File: config.mk
export PLATFORM = sky130hd
export DESIGN_NAME = mcore_rst_ctl
export DESIGN_NICKNAME = d
export VERILOG_FILES = /design/src/rtl/rst_ctl_pkg.sv /design/src/rtl/rst_ctl_bus.sv /design/src/rtl/rst_ctl_regs.sv /design/src/rtl/rst_ctl_chan.sv /design/src/rtl/mcore_rst_ctl.sv
export SDC_FILE = /design/constraint.sdc
export NUM_CORES = 1
export LEC_CHECK = 0
export CELL_PAD_IN_SITES_DETAIL_PLACEMENT = 0
export CELL_PAD_IN_SITES_GLOBAL_PLACEMENT = 1
export CORE_MARGIN = 2
export CORE_UTILIZATION = 45
export DETAILED_ROUTE_END_ITERATION = 12
export PLACE_DENSITY_LB_ADDON = 0.1
export SYNTH_ARGS = -nofsm -noshare
export SYNTH_HDL_FRONTEND = slang
export SYNTH_SLANG_ARGS = --single-unit
File: constraint.sdc
create_clock -name clk -period 26.2 [get_ports clk]
set_input_delay 2.62 -clock clk [delete_from_list [all_inputs] [get_ports clk]]
set_output_delay 2.62 -clock clk [all_outputs]
set_load 0.1 [all_outputs]
File: src/rtl/rst_ctl_pkg.sv
package rst_ctl_pkg;

  typedef enum logic [1:0] {
    REQ_NONE  = 2'b00,
    REQ_START = 2'b01,
    REQ_STOP  = 2'b10,
    REQ_RESET = 2'b11
  } req_kind_e;

  // word indices of the register map
  localparam int IDX_CTL      = 0;
  localparam int IDX_BOOT_A   = 1;
  localparam int IDX_RSTAT    = 2;
  localparam int IDX_ISTAT    = 3;
  localparam int IDX_IMASK    = 4;
  localparam int IDX_BOOT_B   = 5;
  localparam int IDX_GP_BASE  = 6;
  localparam int NFIXED       = 6;

  // control word layout
  localparam int EN_BASE      = 22;  // core 1 enable, cores 2..3 follow
  localparam int RST_BASE     = 13;  // core 0 reset, cores 1..3 follow
  localparam int PERI_A       = 3;
  localparam int PERI_B       = 12;

  localparam logic [31:0] CTL_INIT   = 32'h0000_0521;
  localparam logic [31:0] RSTAT_INIT = 32'h0000_0001;
  localparam logic [31:0] IMASK_INIT = 32'h0000_001F;

endpackage

File: src/rtl/rst_ctl_bus.sv
module rst_ctl_bus #(
  parameter int ADDR_W = 12,
  parameter int DATA_W = 32,
  parameter int NREG   = 16,
  parameter int SEL_W  = 4
) (
  input  logic              clk,
  input  logic              rst_n,
  input  logic              bus_sel,
  input  logic              bus_we,
  input  logic [ADDR_W-1:0] bus_addr,
  input  logic [DATA_W-1:0] rd_word,
  output logic [SEL_W-1:0]  sel_idx,
  output logic              wr_en,
  output logic [DATA_W-1:0] bus_rdata
);
  localparam int IDX_W = ADDR_W - 2;

  logic [IDX_W-1:0]  word_idx;
  logic              hit;
  logic              rd_en;
  logic [DATA_W-1:0] rdata_d;

  assign word_idx = bus_addr[ADDR_W-1:2];
  assign hit      = (bus_addr[1:0] == 2'b00) && (word_idx < IDX_W'(NREG));
  assign sel_idx  = word_idx[SEL_W-1:0];
  assign wr_en    = bus_sel && bus_we && hit;
  assign rd_en    = bus_sel && !bus_we;

  always_comb begin
    rdata_d = hit ? rd_word : '0;
  end

  always_ff @(posedge clk or negedge rst_n) begin
    if (!rst_n) begin
      bus_rdata <= '0;
    end else if (rd_en) begin
      bus_rdata <= rdata_d;
    end
  end

  // a miss never returns register content
  a_r3_miss_reads_zero: assert property (@(posedge clk) disable iff (!rst_n)
    rd_en && (bus_addr[1:0] != 2'b00) |=> bus_rdata == '0);

endmodule

File: src/rtl/rst_ctl_regs.sv
module rst_ctl_regs
  import rst_ctl_pkg::*;
#(
  parameter int NCORE  = 4,
  parameter int NGP    = 10,
  parameter int DATA_W = 32,
  parameter int SEL_W  = 4
) (
  input  logic              clk,
  input  logic              rst_n,
  input  logic              wr_en,
  input  logic [SEL_W-1:0]  sel_idx,
  input  logic [DATA_W-1:0] wdata,
  input  logic [NCORE-1:0]  core_done,
  output logic [DATA_W-1:0] rd_word,
  output logic [DATA_W-1:0] ctl_q,
  output logic [NCORE-1:0]  act,
  output req_kind_e         act_kind  [NCORE],
  output logic [DATA_W-1:0] act_entry [NCORE],
  output logic [DATA_W-1:0] act_arg   [NCORE]
);
  localparam int NREG = NFIXED + NGP;

  logic [DATA_W-1:0] regs_q [NREG];
  logic [DATA_W-1:0] regs_d [NREG];
  logic [NCORE-1:0]  pend_q, pend_d;
  logic [DATA_W-1:0] chg;
  logic              wr_ctl;
  logic              upd;

  function automatic logic [DATA_W-1:0] reg_init(input int i);
    case (i)
      IDX_CTL:   reg_init = DATA_W'(CTL_INIT);
      IDX_RSTAT: reg_init = DATA_W'(RSTAT_INIT);
      IDX_IMASK: reg_init = DATA_W'(IMASK_INIT);
      default:   reg_init = '0;
    endcase
  endfunction

  assign ctl_q   = regs_q[IDX_CTL];
  assign rd_word = regs_q[sel_idx];
  assign wr_ctl  = wr_en && (sel_idx == SEL_W'(IDX_CTL));
  assign chg     = regs_q[IDX_CTL] ^ wdata;
  assign upd     = wr_en || (|core_done);

  // request decode: enables first (highest core down), then resets
  always_comb begin
    act = '0;
    for (int c = 0; c < NCORE; c++) begin
      act_kind[c]  = REQ_NONE;
      act_entry[c] = '0;
      act_arg[c]   = '0;
    end
    if (wr_ctl) begin
      for (int c = NCORE - 1; c >= 1; c--) begin
        if (chg[EN_BASE+c-1]) begin
          act[c]       = 1'b1;
          act_kind[c]  = wdata[EN_BASE+c-1] ? REQ_START : REQ_STOP;
          act_entry[c] = regs_q[IDX_GP_BASE + 2*c];
          act_arg[c]   = regs_q[IDX_GP_BASE + 2*c + 1];
        end
      end
      for (int c = 0; c < NCORE; c++) begin
        if (!act[c] && chg[RST_BASE+c]) begin
          act[c]      = 1'b1;
          act_kind[c] = REQ_RESET;
        end
      end
    end
  end

  // register next state
  always_comb begin
    for (int i = 0; i < NREG; i++) regs_d[i] = regs_q[i];
    pend_d = pend_q;
    if (wr_en) regs_d[sel_idx] = wdata;
    if (wr_ctl) begin
      if (chg[PERI_A]) regs_d[IDX_CTL][PERI_A] = 1'b0;
      if (chg[PERI_B]) regs_d[IDX_CTL][PERI_B] = 1'b0;
    end
    for (int c = 0; c < NCORE; c++) begin
      if (act[c]) begin
        pend_d[c] = 1'b1;
      end else if (core_done[c] && pend_q[c]) begin
        regs_d[IDX_CTL][RST_BASE+c] = 1'b0;
        pend_d[c] = 1'b0;
      end
    end
  end

  always_ff @(posedge clk or negedge rst_n) begin
    if (!rst_n) begin
      for (int i = 0; i < NREG; i++) regs_q[i] <= reg_init(i);
      pend_q <= '0;
    end else if (upd) begin
      for (int i = 0; i < NREG; i++) regs_q[i] <= regs_d[i];
      pend_q <= pend_d;
    end
  end

  // peripheral reset bits never stay set
  a_r9_peri_low: assert property (@(posedge clk) disable iff (!rst_n)
    !regs_q[IDX_CTL][PERI_A] && !regs_q[IDX_CTL][PERI_B]);

  for (genvar g = 0; g < NCORE; g++) begin : g_chk
    // completion clears the pending reset bit
    a_r8_done_clears: assert property (@(posedge clk) disable iff (!rst_n)
      pend_q[g] && core_done[g] && !act[g] |=> !regs_q[IDX_CTL][RST_BASE+g]);
    // stray completion has no effect
    a_r8_stray_done: assert property (@(posedge clk) disable iff (!rst_n)
      !pend_q[g] && core_done[g] && !wr_en |=> $stable(regs_q[IDX_CTL][RST_BASE+g]));
  end

endmodule

File: src/rtl/rst_ctl_chan.sv
module rst_ctl_chan
  import rst_ctl_pkg::*;
#(
  parameter int DATA_W = 32
) (
  input  logic              clk,
  input  logic              rst_n,
  input  logic              issue,
  input  req_kind_e         kind_in,
  input  logic [DATA_W-1:0] entry_in,
  input  logic [DATA_W-1:0] arg_in,
  input  logic              ready,
  output logic              valid,
  output req_kind_e         kind,
  output logic [DATA_W-1:0] entry,
  output logic [DATA_W-1:0] arg
);
  logic              valid_d;
  logic              load;

  assign load = issue;

  always_comb begin
    valid_d = valid;
    if (issue)              valid_d = 1'b1;
    else if (valid && ready) valid_d = 1'b0;
  end

  always_ff @(posedge clk or negedge rst_n) begin
    if (!rst_n) begin
      valid <= 1'b0;
    end else begin
      valid <= valid_d;
    end
  end

  always_ff @(posedge clk or negedge rst_n) begin
    if (!rst_n) begin
      kind  <= REQ_NONE;
      entry <= '0;
      arg   <= '0;
    end else if (load) begin
      kind  <= kind_in;
      entry <= entry_in;
      arg   <= arg_in;
    end
  end

  // request held while not accepted
  a_r7_hold: assert property (@(posedge clk) disable iff (!rst_n)
    valid && !ready && !issue |=> valid && $stable(kind) && $stable(entry) && $stable(arg));
  // accepted request retires
  a_r7_retire: assert property (@(posedge clk) disable iff (!rst_n)
    valid && ready && !issue |=> !valid);

endmodule

File: src/rtl/mcore_rst_ctl.sv
module mcore_rst_ctl
  import rst_ctl_pkg::*;
#(
  parameter int NCORE  = 4,
  parameter int NGP    = 10,
  parameter int ADDR_W = 12,
  parameter int DATA_W = 32
) (
  input  logic                    clk,
  input  logic                    rst_n,
  input  logic                    bus_sel,
  input  logic                    bus_we,
  input  logic [ADDR_W-1:0]       bus_addr,
  input  logic [DATA_W-1:0]       bus_wdata,
  output logic [DATA_W-1:0]       bus_rdata,
  output logic [NCORE-1:0]        core_req_valid,
  output logic [2*NCORE-1:0]      core_req_kind,
  output logic [DATA_W*NCORE-1:0] core_req_entry,
  output logic [DATA_W*NCORE-1:0] core_req_arg,
  input  logic [NCORE-1:0]        core_req_ready,
  input  logic [NCORE-1:0]        core_done
);
  localparam int NREG  = NFIXED + NGP;
  localparam int SEL_W = $clog2(NREG);

  logic [1:0]        rst_sync;
  logic              rst_ni;
  logic [SEL_W-1:0]  sel_idx;
  logic              wr_en;
  logic [DATA_W-1:0] rd_word;
  logic [DATA_W-1:0] ctl_q;
  logic [NCORE-1:0]  act;
  req_kind_e         act_kind  [NCORE];
  logic [DATA_W-1:0] act_entry [NCORE];
  logic [DATA_W-1:0] act_arg   [NCORE];
  req_kind_e         ch_kind   [NCORE];
  logic [DATA_W-1:0] ch_entry  [NCORE];
  logic [DATA_W-1:0] ch_arg    [NCORE];

  always_ff @(posedge clk or negedge rst_n) begin
    if (!rst_n) rst_sync <= 2'b00;
    else        rst_sync <= {rst_sync[0], 1'b1};
  end
  assign rst_ni = rst_sync[1];

  rst_ctl_bus #(.ADDR_W(ADDR_W), .DATA_W(DATA_W), .NREG(NREG), .SEL_W(SEL_W)) u_bus (
    .clk(clk), .rst_n(rst_ni), .bus_sel(bus_sel), .bus_we(bus_we),
    .bus_addr(bus_addr), .rd_word(rd_word), .sel_idx(sel_idx),
    .wr_en(wr_en), .bus_rdata(bus_rdata)
  );

  rst_ctl_regs #(.NCORE(NCORE), .NGP(NGP), .DATA_W(DATA_W), .SEL_W(SEL_W)) u_regs (
    .clk(clk), .rst_n(rst_ni), .wr_en(wr_en), .sel_idx(sel_idx),
    .wdata(bus_wdata), .core_done(core_done), .rd_word(rd_word),
    .ctl_q(ctl_q), .act(act), .act_kind(act_kind),
    .act_entry(act_entry), .act_arg(act_arg)
  );

  for (genvar g = 0; g < NCORE; g++) begin : g_core
    rst_ctl_chan #(.DATA_W(DATA_W)) u_chan (
      .clk(clk), .rst_n(rst_ni), .issue(act[g]), .kind_in(act_kind[g]),
      .entry_in(act_entry[g]), .arg_in(act_arg[g]), .ready(core_req_ready[g]),
      .valid(core_req_valid[g]), .kind(ch_kind[g]),
      .entry(ch_entry[g]), .arg(ch_arg[g])
    );
    assign core_req_kind[2*g +: 2]            = ch_kind[g];
    assign core_req_entry[DATA_W*g +: DATA_W] = ch_entry[g];
    assign core_req_arg[DATA_W*g +: DATA_W]   = ch_arg[g];

    if (g == 0) begin : g_rst_only
      // core 0 change of reset bit gives a reset request
      a_r6_core0_reset: assert property (@(posedge clk) disable iff (!rst_ni)
        wr_en && (sel_idx == SEL_W'(IDX_CTL)) && (bus_wdata[RST_BASE] != ctl_q[RST_BASE])
        |=> core_req_valid[0] && (core_req_kind[1:0] == 2'b11));
    end else begin : g_pwr
      // enable rise starts the core
      a_r5_start_on_rise: assert property (@(posedge clk) disable iff (!rst_ni)
        wr_en && (sel_idx == SEL_W'(IDX_CTL)) && bus_wdata[EN_BASE+g-1] && !ctl_q[EN_BASE+g-1]
        |=> core_req_valid[g] && (core_req_kind[2*g +: 2] == 2'b01));
      // enable fall stops the core
      a_r5_stop_on_fall: assert property (@(posedge clk) disable iff (!rst_ni)
        wr_en && (sel_idx == SEL_W'(IDX_CTL)) && !bus_wdata[EN_BASE+g-1] && ctl_q[EN_BASE+g-1]
        |=> core_req_valid[g] && (core_req_kind[2*g +: 2] == 2'b10));
    end
  end

endmodule

==> results.yml <==
outcome:
  status: "complete, no violations"
die:
  fp.dieH_um: 271
  fp-row-count: 97
  start_util_pct: 45.6
  core_area_um2: 70300
  io_pins: 356
  die-area_um2: 73400
  die_w_um: 271
cells_and_area:
  fin_nets: 2396
  drive_above_1_share_pct: 33.8
  multi_input_area_um2: 12100
  fillerInstances: 5789
  fin_util_pct: 54.1
  fin_area_um2: 38000
  seq_area_um2: 18900
  area_growth_pct: 18.6
global_routing:
  grt_overflow: 0
  use_met2_pct: 36.1
  antenna_found_initial: 4
  grt_pass1_vias: 20100
  use_met3_pct: 5.63
  use_met1_pct: 37.7
  grt_first_pass_wirelength_um: 136000
  busiest_layer: "met1"
  grtUsageTotal_pct: 24.8
  grt_start_max_net_pins: 188
clock_network:
  clock_latency_ns: 0.62
  cts.clk_slew.worst_paths_ns: 0.06
  cts-resized-gates: 0
  cts-buffers-inserted: 80
  cts_tree: "yes"
  clk_path_buf_depth: 3
  cts_setup_buffers: 0
  cts_htree_levels: 3
  root_buffer: "clkbuf_16"
  cts_hold_buf: 0
  cts.sinks: 753
hold_path:
  hold_path.class: "flop to flop"
  min_to: "rst_sync[1]$_DFF_PN0_"
  holdPathStages: 0
  worstHoldStart: "rst_sync[0]$_DFF_PN0_"
yosys:
  ys_types: 42
  ys_warn_count: 0
  syn_area_per_cell_um2: 15.1
  yosys_register_bits: 753
  syn_inst: 2118
  synth-edff-count: 0
  seq_area_frac_synth_pct: 58.8
  ys_async_sr_fraction_pct: 100
  netlist_top_cells_area: "dfrtp_1 58%, mux2_2 17%, mux4_2 9.0%"
  ys_dominant_reg_cell: "dfrtp_1"
  synthDominantCellAreaShare_pct: 58.0
  synth_top_cell_by_area: "dfrtp_1"
  syn_area_um2: 32100
timing:
  fin_crit_sh_pct: 22.5
  final.min_clock_period_ns: 5.89
  hold_viol_final: 0
  fmax_mhz: 170
  rsz0062_at_grt: "no"
  fin_worst_skew_ns: 0.0287
  relSlewSlack_pct: 20.4
  setup-tns-final_ns: 0
  drv_slew: 0
  max_slew.worst_pin.slew_ns: 1.19
  setup_ws_ns: 20.31
  setup_viol: 0
place:
  gp_congestion: 0.787
  dp_slack_ns: 19.75
  port_buffers: 291
  dpl.hpwl_um: 58400
  dpl_cell_area_um2: 35400
routing:
  vias: 19500
  routed_wl_um: 90700
  detail_route.first_pass.iterations: 5
  wl_per_cell_um: 27.2
  drcViolationCount: 0
  drt_iter0_markers: 1641
  ant_nets: 0
  detail_route.vias_per_cell: 5.84
critical_path:
  critPathArrivalTime_ns: 6.38
  ff2ff_path_depth: 3
  crit_path_start_kind: "primary input"
  worstPathMaxFanout: 68
  critPathCaptureType: "flop"
  regToRegEndpoint: "g_core[2].u_chan.entry[9]$_DFFE_PN0P_"
  regToRegSetupSlack_ns: 22.47
  cp.required_ns: 26.69
  r2r_start: "rst_sync[1]$_DFF_PN0_"
  timing_worst_setup_path_type: "primary input to flop"
flow_run:
  cap_violations: 0
pwr:
  vdd_drop_max_mv: 0.0334
  power_leakage_nw: 18.4
  power_density_nw_per_um2: 63.8
synthesized netlist by cell type, types with 4 or more instances:
cell / number
dfstp_2: 10
mux4_2: 128
dfrtp_1: 743
a21o_1: 24
nor4_1: 27
a31oi_1: 5
mux2_1: 10
o22ai_1: 40
nor3_1: 14
buf_6: 19
buf_2: 4
nand3_1: 5
clkbuf_1: 104
a22o_1: 192
buf_1: 57
o21ai_0: 14
o31ai_1: 8
inv_1: 15
xnor2_1: 6
nor2_1: 55
mux2_2: 493
nand2_1: 38
nand2b_1: 4
a21oi_1: 4
buf_4: 69
registers in the layout, indices dropped and copies added (netlist names), named ones only:
| register | cells |
|---|---|
| u_regs.regs_q | 480 |
| rst_sync | 2 |
| u_regs.pend_q | 4 |
| u_bus.bus_rdata | 32 |
| g_core.u_chan.valid | 4 |
| u_regs.ctl_q | 30 |
| g_core.u_chan.kind | 7 |
| g_core.u_chan.entry | 96 |
| g_core.u_chan.arg | 96 |
kinds of logic after synthesis:
family / count (synthesis) / synth area share [%]
DFF: 753 / 58.8
and+or+nand+nor: 157 / 2.39
muxes: 631 / 26.7
AOI/OAI and AO/OA: 297 / 7.42
xor gates and xnor gates: 9 / 0.246
other: 2 / 0.0234
buffers and inverters: 269 / 4.42
per-stage QoR:
stage / hold WS, ns / std cells / total power [mW]
floorplan: 0.331 / 2181 / 1.29
global placement: 0.340 / 3198 / 1.32
detailed placement: 0.338 / 3198 / 1.32
CTS: 0.359 / 3339 / 2.45
global route: 0.372 / 3339 / 2.50
finish: 0.356 / 3340 / 2.42
how the worst max path moves through the flow:
stage | start | to
floorplan | rst_sync[1]$_DFF_PN0_ | asynchronous set/reset pin
global placement | bus_addr[11] | g_core[2].u_chan.arg[1]$_DFFE_PN0P_
detailed placement | bus_addr[11] | g_core[2].u_chan.entry[8]$_DFFE_PN0P_
CTS | bus_addr[11] | g_core[2].u_chan.entry[8]$_DFFE_PN0P_
global route | bus_addr[11] | g_core[2].u_chan.arg[3]$_DFFE_PN0P_
finish | bus_addr[11] | g_core[2].u_chan.entry[8]$_DFFE_PN0P_
critical path, cell delays in order:
cell,delay (ns)
clkdlybuf4s50_1,0.41
or4_1,0.67
nor4_1,1.02
nand3_4,0.94
a22o_1,0.56
where the power goes:
part           switching, mW  total, mW  internal, mW
Sequential           0.00351       1.17          1.17
Clock                  0.461       1.13         0.668
Combinational          0.103      0.127        0.0238
Total                  0.567       2.42          1.86
metal layers:
layer / up-vias / wire length (µm)
met5: - / 58
met4: 8 / 1580
met3: 120 / 6380
met2: 588 / 40200
met1: 10600 / 42500
li1: 8225 / -
layout by cell type, fill, tap and decap left out, drive strengths merged:
master,synthesis,layout
inv,15,17
o31ai,8,8
clkinvlp,0,1
dfrtp,743,743
and2,1,1
a311oi,2,2
clkbuf,105,124
a2bb2oi,2,2
nand2b,4,4
o21ai,14,14
nand2,38,38
o21a,2,2
dfstp,10,10
buf,149,41
or3,1,1
nor4,27,27
nor3,17,17
a21oi,4,4
xor2,3,3
o32ai,2,2
a22o,192,192
mux2,503,503
conb,2,65
nor2,56,56
or2,3,3
bufinv,0,3
clkinv,0,12
xnor2,6,6
and4,1,1
o22ai,40,40
diode,0,1
a31oi,5,5
nand3,5,5
clkdlybuf4s50,0,289
and3,1,1
a21o,24,24
or4,3,3
mux4,128,128
a32oi,2,2
final cells by class:
class                      count  share of cell area [%]
multi-input combinational   1159                    31.7
clock inverter                18                   0.491
sequential                   753                    49.6
timing repair buffer         331                    8.50
antenna                        1                 0.00658
clock buffer                 123                    6.41
inverter                      15                   0.148
tap                          940                    3.09
(Power assumes the default switching activity.)
